$ cat src/rtl/exc_ctx_pkg.sv
package exc_ctx_pkg;

    localparam int MAJ_W = 6;
    localparam int SUB_W = 9;

    localparam logic [MAJ_W-1:0] C_INT  = 6'd0;
    localparam logic [MAJ_W-1:0] C_PIL  = 6'd1;
    localparam logic [MAJ_W-1:0] C_PIS  = 6'd2;
    localparam logic [MAJ_W-1:0] C_PIF  = 6'd3;
    localparam logic [MAJ_W-1:0] C_PME  = 6'd4;
    localparam logic [MAJ_W-1:0] C_PNR  = 6'd5;
    localparam logic [MAJ_W-1:0] C_PNX  = 6'd6;
    localparam logic [MAJ_W-1:0] C_PPI  = 6'd7;
    localparam logic [MAJ_W-1:0] C_ADE  = 6'd8;
    localparam logic [MAJ_W-1:0] C_BCE  = 6'd10;
    localparam logic [MAJ_W-1:0] C_SYS  = 6'd11;
    localparam logic [MAJ_W-1:0] C_BRK  = 6'd12;
    localparam logic [MAJ_W-1:0] C_INE  = 6'd13;
    localparam logic [MAJ_W-1:0] C_IPE  = 6'd14;
    localparam logic [MAJ_W-1:0] C_FPD  = 6'd15;
    localparam logic [MAJ_W-1:0] C_SXD  = 6'd16;
    localparam logic [MAJ_W-1:0] C_ASXD = 6'd17;
    localparam logic [MAJ_W-1:0] C_FPE  = 6'd18;
    localparam logic [MAJ_W-1:0] C_DBP  = 6'd26;

    localparam logic [MAJ_W-1:0] DBG_CAUSE   = 6'hC;
    localparam int               DBG_OFFSET  = 'h480;
    localparam int               IRQ_VEC_BASE = 64;

    typedef enum logic [1:0] {
        PATH_NONE   = 2'd0,
        PATH_DEBUG  = 2'd1,
        PATH_REFILL = 2'd2,
        PATH_NORMAL = 2'd3
    } path_e;

    typedef struct packed {
        path_e path;
        logic  wr_badv;
        logic  wr_badi;
        logic  is_int;
        logic  is_dbp;
    } exc_class_t;

    typedef enum logic {
        ST_NORMAL = 1'b0,
        ST_DEBUG  = 1'b1
    } dstate_e;

endpackage

$ cat src/rtl/exc_classify.sv
module exc_classify
    import exc_ctx_pkg::*;
(
    input  logic [MAJ_W-1:0] maj,
    input  logic [SUB_W-1:0] sub,
    input  logic             in_debug,
    input  logic             refill,
    input  logic             irq_any,
    output exc_class_t       cls
);

    logic known;
    logic sub_zero;
    logic wbadv;
    logic wbadi;
    logic isint;
    logic isdbp;

    assign sub_zero = (sub == '0);

    always_comb begin
        known = 1'b0;
        wbadv = 1'b0;
        wbadi = 1'b1;
        isint = 1'b0;
        isdbp = 1'b0;
        unique case (maj)
            C_INT: begin
                known = sub_zero && irq_any;
                isint = 1'b1;
                wbadi = 1'b0;
            end
            C_PIF: begin
                known = sub_zero;
                wbadi = 1'b0;
            end
            C_ADE: begin
                known = (sub <= SUB_W'(1));
                wbadi = !sub_zero;
            end
            C_PIL, C_PIS, C_PME, C_PNR, C_PNX, C_PPI, C_BCE: begin
                known = sub_zero;
            end
            C_SYS, C_BRK, C_INE, C_IPE, C_FPD, C_SXD, C_ASXD, C_FPE: begin
                known = sub_zero;
                wbadv = 1'b1;
            end
            C_DBP: begin
                known = sub_zero;
                isdbp = 1'b1;
            end
            default: known = 1'b0;
        endcase
    end

    always_comb begin
        cls.is_int = isint;
        cls.is_dbp = isdbp;
        if (!known) begin
            cls.path = PATH_NONE;
        end else if (isdbp || (isint && in_debug)) begin
            cls.path = PATH_DEBUG;
        end else if (refill) begin
            cls.path = PATH_REFILL;
        end else begin
            cls.path = PATH_NORMAL;
        end
        cls.wr_badv = wbadv && (cls.path == PATH_REFILL || cls.path == PATH_NORMAL);
        cls.wr_badi = wbadi && (cls.path == PATH_REFILL || cls.path == PATH_NORMAL);
    end

endmodule

$ cat src/rtl/exc_irq_pick.sv
module exc_irq_pick #(
    parameter int NIRQ  = 13,
    parameter int VEC_W = (NIRQ > 1) ? $clog2(NIRQ) : 1
) (
    input  logic [NIRQ-1:0]  lines,
    output logic [VEC_W-1:0] vec,
    output logic             any
);

    always_comb begin
        vec = '0;
        for (int i = 0; i < NIRQ; i++) begin
            if (lines[i]) vec = VEC_W'(i);
        end
    end

    assign any = |lines;

endmodule

$ cat src/rtl/exc_target_calc.sv
module exc_target_calc
    import exc_ctx_pkg::*;
#(
    parameter int XLEN  = 32,
    parameter int VEC_W = 4
) (
    input  logic [XLEN-1:0]  base,
    input  logic [XLEN-1:0]  refill_entry,
    input  logic [2:0]       vs,
    input  logic [MAJ_W-1:0] maj,
    input  logic [VEC_W-1:0] vec,
    input  exc_class_t       cls,
    output logic [XLEN-1:0]  target
);

    logic [XLEN-1:0] idx;
    logic [XLEN-1:0] off;
    logic [3:0]      shamt;

    assign shamt = {1'b0, vs} + 4'd2;

    always_comb begin
        if (cls.is_int) idx = XLEN'(IRQ_VEC_BASE) + XLEN'(vec);
        else            idx = XLEN'(maj);
        off = (vs == 3'd0) ? '0 : (idx << shamt);
    end

    always_comb begin
        unique case (cls.path)
            PATH_DEBUG:  target = base + XLEN'(DBG_OFFSET);
            PATH_REFILL: target = cls.is_int ? (base + off) : refill_entry;
            PATH_NORMAL: target = base + off;
            default:     target = base;
        endcase
    end

endmodule

$ cat src/rtl/exc_entry_ctl.sv
module exc_entry_ctl
    import exc_ctx_pkg::*;
#(
    parameter int XLEN = 32,
    parameter int NIRQ = 13
) (
    input  logic                clk,
    input  logic                rst_n,
    input  logic                take,
    input  logic [5:0]          exc_major,
    input  logic [8:0]          exc_sub,
    input  logic [XLEN-1:0]     cur_pc,
    input  logic [31:0]         cur_inst,
    input  logic                refill_active,
    input  logic [1:0]          cur_plv,
    input  logic                cur_ie,
    input  logic                cur_da,
    input  logic                cur_pg,
    input  logic [NIRQ-1:0]     irq_lines,
    input  logic [XLEN-1:0]     entry_base,
    input  logic [XLEN-1:0]     refill_entry,
    input  logic [2:0]          vec_sel,
    output logic [1:0]          mode_plv,
    output logic                mode_ie,
    output logic                mode_da,
    output logic                mode_pg,
    output logic [1:0]          sv_plv,
    output logic                sv_ie,
    output logic [1:0]          rsv_plv,
    output logic                rsv_ie,
    output logic [XLEN-1:0]     era,
    output logic [XLEN-3:0]     rera,
    output logic [XLEN-1:0]     dera,
    output logic [XLEN-1:0]     badv,
    output logic [31:0]         badi,
    output logic [5:0]          stat_ecode,
    output logic [8:0]          stat_esub,
    output logic                dbg_dst,
    output logic                dbg_dcl,
    output logic                dbg_dei,
    output logic [5:0]          dbg_ecode,
    output logic [XLEN-1:0]     redirect_pc,
    output logic                redirect_vld,
    output logic                code_err
);

    localparam int VEC_W = (NIRQ > 1) ? $clog2(NIRQ) : 1;

    dstate_e          state_q;
    dstate_e          state_d;
    exc_class_t       cls;
    logic [VEC_W-1:0] irq_vec;
    logic             irq_any;
    logic [XLEN-1:0]  target;
    logic             do_dbg;
    logic             do_rfl;
    logic             do_nrm;

    exc_irq_pick #(.NIRQ(NIRQ), .VEC_W(VEC_W)) u_pick (
        .lines (irq_lines),
        .vec   (irq_vec),
        .any   (irq_any)
    );

    exc_classify u_cls (
        .maj      (exc_major),
        .sub      (exc_sub),
        .in_debug (state_q == ST_DEBUG),
        .refill   (refill_active),
        .irq_any  (irq_any),
        .cls      (cls)
    );

    exc_target_calc #(.XLEN(XLEN), .VEC_W(VEC_W)) u_tgt (
        .base         (entry_base),
        .refill_entry (refill_entry),
        .vs           (vec_sel),
        .maj          (exc_major),
        .vec          (irq_vec),
        .cls          (cls),
        .target       (target)
    );

    assign do_dbg = take && (cls.path == PATH_DEBUG);
    assign do_rfl = take && (cls.path == PATH_REFILL);
    assign do_nrm = take && (cls.path == PATH_NORMAL);

    // Debug-mode state machine
    always_comb begin
        state_d = state_q;
        unique case (state_q)
            ST_NORMAL: if (do_dbg) state_d = ST_DEBUG;
            ST_DEBUG:  state_d = ST_DEBUG;
            default:   state_d = ST_NORMAL;
        endcase
    end

    always_ff @(posedge clk) begin
        if (!rst_n) state_q <= ST_NORMAL;
        else        state_q <= state_d;
    end

    assign dbg_dst = (state_q == ST_DEBUG);

    // Register updates, all committed on the taking edge
    always_ff @(posedge clk) begin
        if (!rst_n) begin
            mode_plv     <= 2'd0;
            mode_ie      <= 1'b0;
            mode_da      <= 1'b1;
            mode_pg      <= 1'b0;
            sv_plv       <= 2'd0;
            sv_ie        <= 1'b0;
            rsv_plv      <= 2'd0;
            rsv_ie       <= 1'b0;
            era          <= '0;
            rera         <= '0;
            dera         <= '0;
            badv         <= '0;
            badi         <= '0;
            stat_ecode   <= '0;
            stat_esub    <= '0;
            dbg_dcl      <= 1'b0;
            dbg_dei      <= 1'b0;
            dbg_ecode    <= '0;
            redirect_pc  <= '0;
            redirect_vld <= 1'b0;
            code_err     <= 1'b0;
        end else begin
            redirect_vld <= take && (cls.path != PATH_NONE);
            code_err     <= take && (cls.path == PATH_NONE);
            if (take && (cls.path != PATH_NONE)) redirect_pc <= target;

            if (do_dbg) begin
                dera <= cur_pc;
                if (cls.is_dbp) begin
                    dbg_dcl   <= 1'b1;
                    dbg_ecode <= DBG_CAUSE;
                end
                if (cls.is_int) dbg_dei <= 1'b1;
            end

            if (take && cls.wr_badv) badv <= cur_pc;
            if (take && cls.wr_badi) badi <= cur_inst;

            if (do_rfl) begin
                rsv_plv  <= cur_plv;
                rsv_ie   <= cur_ie;
                rera     <= cur_pc[XLEN-1:2];
                mode_plv <= 2'd0;
                mode_ie  <= 1'b0;
                mode_da  <= 1'b1;
                mode_pg  <= 1'b0;
            end

            if (do_nrm) begin
                stat_ecode <= exc_major;
                stat_esub  <= exc_sub;
                sv_plv     <= cur_plv;
                sv_ie      <= cur_ie;
                era        <= cur_pc;
                mode_plv   <= 2'd0;
                mode_ie    <= 1'b0;
                mode_da    <= cur_da;
                mode_pg    <= cur_pg;
            end
        end
    end

endmodule

$ cat config.mk
export PLATFORM = sky130hd
export DESIGN_NAME = exc_entry_ctl
export DESIGN_NICKNAME = d
export VERILOG_FILES = /design/src/rtl/exc_ctx_pkg.sv /design/src/rtl/exc_classify.sv /design/src/rtl/exc_irq_pick.sv /design/src/rtl/exc_target_calc.sv /design/src/rtl/exc_entry_ctl.sv
export SDC_FILE = /design/constraint.sdc
export NUM_CORES = 1
export LEC_CHECK = 0
export BUFFER_PORTS_ARGS = -buffer_cell sky130_fd_sc_hd__buf_2
export CORE_UTILIZATION = 52
export CTS_BUF_LIST = sky130_fd_sc_hd__clkbuf_16
export CTS_CLUSTER_DIAMETER = 100
export DETAILED_ROUTE_END_ITERATION = 10
export PLACE_DENSITY = 0.82
export SLEW_MARGIN = 20
export SYNTH_ARGS = -nofsm -noshare
export SYNTH_HDL_FRONTEND = slang
export SYNTH_HIERARCHICAL = 1
export SYNTH_SLANG_ARGS = --single-unit
$ cat constraint.sdc
create_clock -name clk -period 6.2 [get_ports clk]
set_input_delay 0.31 -clock clk [delete_from_list [all_inputs] [get_ports clk]]
set_output_delay 0.31 -clock clk [all_outputs]
set_load 0.1 [all_outputs]
==> results of run 1 <==
[synth_stat cells, types with 8 or more instances]
cell | instances | area, um^2
a21bo_2 | 65 | 651
a21o_1 | 8 | 60.1
a21oi_1 | 143 | 716
a31oi_1 | 11 | 68.8
buf_1 | 18 | 67.6
buf_2 | 35 | 175
buf_4 | 27 | 203
buf_6 | 8 | 90.1
clkbuf_1 | 37 | 139
dfxtp_1 | 218 | 4360
ha_1 | 24 | 300
inv_1 | 24 | 90.1
mux2i_1 | 161 | 1610
nand2_1 | 275 | 1030
nand2b_1 | 9 | 56.3
nand3_1 | 89 | 445
nand4_1 | 10 | 62.6
nor2_1 | 85 | 319
nor2b_1 | 9 | 56.3
nor3_1 | 16 | 80.1
o21ai_0 | 47 | 235
o22ai_1 | 9 | 56.3
xnor2_1 | 15 | 131
xor2_1 | 18 | 158
[tightest hold or removal path: stages]
cell and delay [ps]:
buf_2 100, nand2_1 50, mux2i_1 50
[cell type report]
class                   count  area, um^2  share of cell area, %
diodes                      3        7.51                 0.0508
clock buffers              24         601                   4.06
multi-input cells        1114        7140                   48.3
flip-flops and latches    218        4360                   29.5
clock inverters            15         133                  0.897
well taps                 313         392                   2.65
inverters                  26        97.6                  0.660
repair buffers            400        2050                   13.8
[cells by family (layout without fill, tap and decap cells)]
group                    Yosys count  after routing  synth area share [%]
AO/OA/AOI/OAI                    350            350                  19.7
XOR/XNOR                          33             33                  2.37
adder cells (fa/ha/maj)           25             25                  2.62
buffers and inverters            152            465                  6.38
flip-flops                       218            218                  35.7
multiplexers                     164            164                  13.5
other                              1             10                0.0307
AND/OR/NAND/NOR                  535            535                  19.6
[through the flow]
step	setup WS (ps)	hold WS (ps)	utilization (%)
3_5_place_dp	1100	443	61.4
5_1_grt	1180	24.2	64.7
6_report	1540	34.1	64.7
2_1_floorplan	1580	449	-
4_1_cts	1630	5.94	64.6
3_3_place_gp	1180	436	61.4
[state kept, by name (all words and copies together) (netlist names)]
signal        flops
badi             32
badv             32
code_err          1
dbg_dcl           1
dbg_dei           1
dbg_dst           1
dera             32
era              32
mode_da           1
mode_pg           1
redirect_pc      32
redirect_vld      1
rera             30
rsv_ie            1
rsv_plv           2
stat_ecode        6
stat_esub         9
sv_ie             1
sv_plv            2
[report_power, final]
group / switching [uW] / internal, uW
Clock: 575 / 783
Sequential: 0.160 / 1400
Combinational: 251 / 137
Total: 826 / 2320
[path summary, 6_finish.rpt]
check | startpoint | end | slack [ps]
worst max-delay path | exc_major[5] | redirect_pc[29] | 1540
worst min-delay path | exc_sub[5] | stat_esub[5] | 30
worst max register to register | dbg_dst | redirect_pc[14] | 2890
worst min register to register | dbg_dei | dbg_dei | 440
[routing by layer]
metal	wire (um)	part of all wire (%)	GRT usage, %
met1	14800	39	34.2
met2	18200	48	52.1
met3	2910	7.7	6.49
met4	1960	5.2	16.0
met5	0	0	0
==> results by group, run 1 <==
Final layout
  – Fraction of layout cells with a size suffix above 1: 30.0%
  – Area Growth Syn to Fin: 21.0%
  – Non-Filler Instances: 2113
  – Final nets: 1977
  – Number of fill cells: 1960
  – Most frequent cells in the layout: buf_2, nand2_1, dfxtp_1
  – Final Cell Area: 0.0148 mm^2
  – Commonest non-fill, non-tap cell in the layout: buf_2

Floorplanning
  – Top-Level Pins: 395
  – Core ar.: between 0.02 and 0.025 mm^2
  – Die width: 155 um
  – Die Ht: 155 um
  – Die area: 0.0241 mm^2
  – Initial Utilization: between 50% and 60%
  – Cell Rows: 55

Synth
  – Asr flop ratio synth: 0%
  – Post-synthesis cell type count: 78
  – Post-synth EDFFs: 0
  – Synthesized area per cell: 8.26 um^2
  – Main synth FF type: dfxtp_1
  – Yosys warns: 6
  – Yosys reg bits: 218
  – Synthesized cell area: roughly 0.012 mm^2
  – Seq/Total Area, Yosys: between 30% and 40%
  – Mapped Cells: 1478

Timing
  – Tcrit/Tclk final: 75.1%
  – Setup TNS: 0 ps
  – Slew margin rel.: 27.9%
  – Max Slew Vio Count: 0
  – Fmax: approximately 0.21 GHz
  – Fin. Hold Viols: 0
  – Final min period: 4660 ps
  – RSZ-0062 raised after global routing: false
  – Setup Viol. Count Final: 0
  – Worst Tran Pin Value: 1070 ps
  – Skew final: 5.97 ps

Routing
  – Antenna-violating nets left: 0
  – Vias: 12000
  – 1st-pass router iterations: 6
  – Post-Route WL: 37800 um
  – Drt wl/cell: 17.9 um
  – Vias per cell: between 5 and 6
  – DRT iter0 DRCs: 815
  – DRC Markers: 0

Setup path
  – CP dominant cell by count: nor2_1
  – CP max-delay cell: nor4_2
  – Worst path depth: 22
  – WP buf/inv: 2
  – Critical path launch point type: input pin
  – Crit-path cells: buf_2, or3_1, nor4_2, mux2_2, nor2_1, a21oi_1, a21oi_1, inv_1, a32oi_1, o22a_1, nor2_1, ha_1, a211oi_1, nor2_1, o41ai_4, o31ai_4, a211oi_4, mux2_2, a22oi_1, nor2_1, nand2_1, mux2i_1
  – Worst path max stage delay: 540 ps
  – Setup CP Type: input pin to register
  – CP endpoint kind: register
  – CP Max Fanout: 7
  – WP data required: 6590 ps
  – Worst reg-to-reg path cell count: 12
  – Arrival time worst endpoint: 5050 ps
  – Top delay family on crit path: compound AO/OA/AOI/OAI gates

Min path
  – Hold Crit Class: input pin to register
  – Hold path cells: 3

Clock tree
  – Worst-case clock buffer depth: 3
  – Worst-Skew Late Latency: ~520 ps
  – TritonCTS Buffers: 24
  – Clk root buf: clkbuf_16
  – CTS sink cnt: approximately 220
  – H-Tree Depth: 1
  – CTS tree: done
  – Worst-path clk slew: 60 ps
  – Postcts setup bufs: 0
  – # hold bufs at CTS: 0
  – CTS resizes: 0

Power
  – Cell Pwr Density: ~210 mW/mm^2
  – Total Power Consumption: ~3100 uW
  – Peak VDD IR: 183 uV
  – Static leakage: roughly 0.0076 uW

Status
  – Status: finished clean

Global route
  – Initial antenna violation count: 3
  – Vias in the first global route: 11400
  – GRT Overall Usage: 29.9%
  – Pin count of the biggest net entering global routing: between 150 and 200
  – Global-route wire length before repair: ~58000 um
  – Global route overflow: 0

Job
  – Max Cap Viol: 0

Placement
  – Placer Congestion: 0.937
  – DP HPWL: 27200 um
  – Placed cell count: just over 2000
  – DP Area: roughly 0.014 mm^2
  – IO buf count: 387
(Power assumes the default switching activity.)
==> run 2: changes to the inputs <==
clock period = 4.63 ns   (was 6.2 ns; I/O delays follow)
==> results by group, run 2 (synthesis gave the netlist of run 1 again) <==
Global route
  – Global-route wire length before repair: 63200 um (+9.0%)
  – Initial antenna violation count: 2 (-1)
  – Global route overflow: 0 (unchanged)
  – Vias in the first global route: 12000 (+5.3%)
  – Pin count of the biggest net entering global routing: 144 (-7.7%)
  – GRT Overall Usage: 32.8% (+2.9 points)

Clock tree
  – CTS tree: done
  – Worst-Skew Late Latency: 530 ps (about the same)
  – CTS sink cnt: 218 (unchanged)
  – Clk root buf: clkbuf_16
  – Worst-case clock buffer depth: 3 (unchanged)
  – H-Tree Depth: 1 (unchanged)
  – Worst-path clk slew: 60 ps (about the same)
  – TritonCTS Buffers: 24 (unchanged)

Routing
  – Drt wl/cell: 19.1 um (+6.6%)
  – Vias per cell: 5.77 (+1.6%)
  – 1st-pass router iterations: 5 (-1)
  – Vias: 12700 (+6.1%)
  – DRT iter0 DRCs: 1102 (+35%)
  – Post-Route WL: 42100 um (+11%)
  – DRC Markers: 0 (unchanged)
  – Antenna-violating nets left: 0 (unchanged)

Timing
  – Fin. Hold Viols: 0 (unchanged)
  – Slew margin rel.: 30.6% (+2.6 points)
  – Worst Tran Pin Value: 1040 ps (-31.4 ps)
  – Setup ws final: 415 ps (-1130 ps)
  – RSZ-0062 raised after global routing: false
  – Skew final: 23.1 ps (+17.2 ps)
  – Max Slew Vio Count: 0 (unchanged)
  – Final min period: 4220 ps
  – Fmax: 0.237 GHz
  – Setup TNS: 0 ps (unchanged)
  – Worst hold slack: 21.9 ps (-12.2 ps)
  – Tcrit/Tclk final: 91.0%
  – Setup Viol. Count Final: 0 (unchanged)

Setup path
  – Critical path launch point type: input pin
  – Top delay family on crit path: compound AO/OA/AOI/OAI gates
  – CP max-delay cell: or3_4
  – Worst path max stage delay: 390 ps (-150 ps)
  – Arrival time worst endpoint: 4660 ps (-390 ps)
  – Worst reg-to-reg path cell count: 12 (unchanged)
  – Worst path depth: 19 (-14%)
  – CP Max Fanout: 6 (-1)
  – WP buf/inv: 2 (unchanged)
  – CP endpoint kind: register
  – Setup CP Type: input pin to register
  – WP data required: 5080 ps (-1510 ps)
  – Crit-path cells: dlymetal6s4s_1, or3_4, nor4_2, buf_4, mux2i_2, nor2_1, mux2_2, nor3b_1, ha_1, and2b_1, o31a_2, o31ai_2, o21ai_0, a21o_1, a21oi_1, xor2_1, a221oi_1, nand2_1, mux2i_1

Floorplanning
  – Cell Rows: 55 (unchanged)
  – Core ar.: 0.0228 mm^2 (unchanged)
  – Die area: 0.0241 mm^2 (unchanged)
  – Initial Utilization: 53.4% (unchanged)
  – Top-Level Pins: 395 (unchanged)
  – Die Ht: 155 um (unchanged)
  – Die width: 155 um (unchanged)

Job
  – Max Cap Viol: 0 (unchanged)

Power
  – Static leakage: 0.00801 uW (+5.5%)
  – Cell Pwr Density: 269 mW/mm^2 (+26%)
  – Clk pwr share: 41.1% (-2.0 points)
  – Switching power: 1170 uW (+41%)
  – Gate power share: 14.5% (+2.1 points)
  – Reg power frac: 44.4% (about the same)
  – Peak VDD IR: 209 uV (+14%)
  – Sw Share: 27.6% (+1.3 points)
  – P_int: 3060 uW (+32%)

Placement
  – DP HPWL: 27600 um (+1.3%)
  – DP Area: 0.0141 mm^2 (+0.64%)
  – Placer Congestion: 0.949 (+1.2%)
  – Post-Place Setup Slack: 122 ps (-974 ps)
  – IO buf count: 387 (unchanged)

Final layout
  – Number of fill cells: 1772 (-9.6%)
  – Final Util: 68.8% (+4.2 points)
  – Fraction of layout cells with a size suffix above 1: 30.6% (+0.61 points)
  – Final nets: 2069 (+4.7%)
  – Final Cell Area: 0.0157 mm^2 (+6.4%)
  – Area Growth Syn to Fin: 28.8%
  – Commonest non-fill, non-tap cell in the layout: buf_2
  – Most frequent cells in the layout: buf_2, nand2_1, dfxtp_1

Min path
  – Hold Crit Class: input pin to register
  – Hold path cells: 3 (unchanged)

Status
  – Status: finished clean
==> run 2: changes by cell type in the layout (fill, tap and decap cells not counted), moves of 3 or more <==
cell	delta
a21oi_2	+3
dlygate4sd3_1	+71
a21oi_1	-4
ha_1	-3
mux2i_1	-3
buf_4	+20
o21ai_0	-4
o21ai_2	+3
==> run 2: layer usage <==
metal | share of wire, % | GRT usage (%)
met5 | 0 | 0
met4 | 6.1 | 18.7
met2 | 47 | 56.5
met3 | 8.3 | 6.35
met1 | 38 | 38.0
==> run 2: power by group through the flow <==
stage / Sequential, uW / Clock (uW) / Combinational, uW
floorplan: 1920 / 0 / 347
global placement: 1920 / 0 / 511
detailed placement: 1920 / 0 / 516
CTS: 1880 / 1750 / 568
global route: 1880 / 1830 / 659
finish: 1880 / 1740 / 615
==> run 2: final cells by class <==
type	instances	area, um^2	area share [%]
Clock buffer	24	601	3.82
Sequential cell	218	4360	27.7
Antenna cell	2	5.00	0.0318
Timing Repair Buffer	492	2920	18.6
Clock inverter	18	100	0.636
Inverter	26	97.6	0.620
Tap cell	313	392	2.49
Multi-Input combinational cell	1114	7250	46.1
==> run 2: path summary, 6_finish.rpt <==
kind | slack, ps | end | from
setup / recovery | 410 | redirect_pc[12] | exc_major[2]
hold / removal | 20 | badv[0] | cur_pc[0]
setup reg to reg | 1730 | redirect_pc[14] | dbg_dst
hold reg to reg | 460 | rera[25] | rera[25]
==> run 2: worst register-to-register path: cells and delay by family (launching register included) <==
| family | cells | cell delay (ps) |
|---|---|---|
| AOI/OAI and AO/OA | 5 | 890 |
| and+or+nand+nor | 4 | 720 |
| buffers and inverters | 2 | 680 |
| muxes | 1 | 130 |
| DFF | 1 | 410 |
==> run 2: stage by stage <==
| stage | power, uW | cells |
|---|---|---|
| after floorplan | 2270 | 1484 |
| after global routing | 4360 | 2206 |
| after global placement | 2430 | 2083 |
| after CTS | 4200 | 2197 |
| final | 4230 | 2207 |
| after detailed placement | 2430 | 2083 |
==> run 2: repair_timing <==
item,CTS,global route
gates resized for setup,0,31
hold buffers,72,0
buffers inserted,0,9
hold endpoints to repair,74,0
setup endpoints to repair,0,11
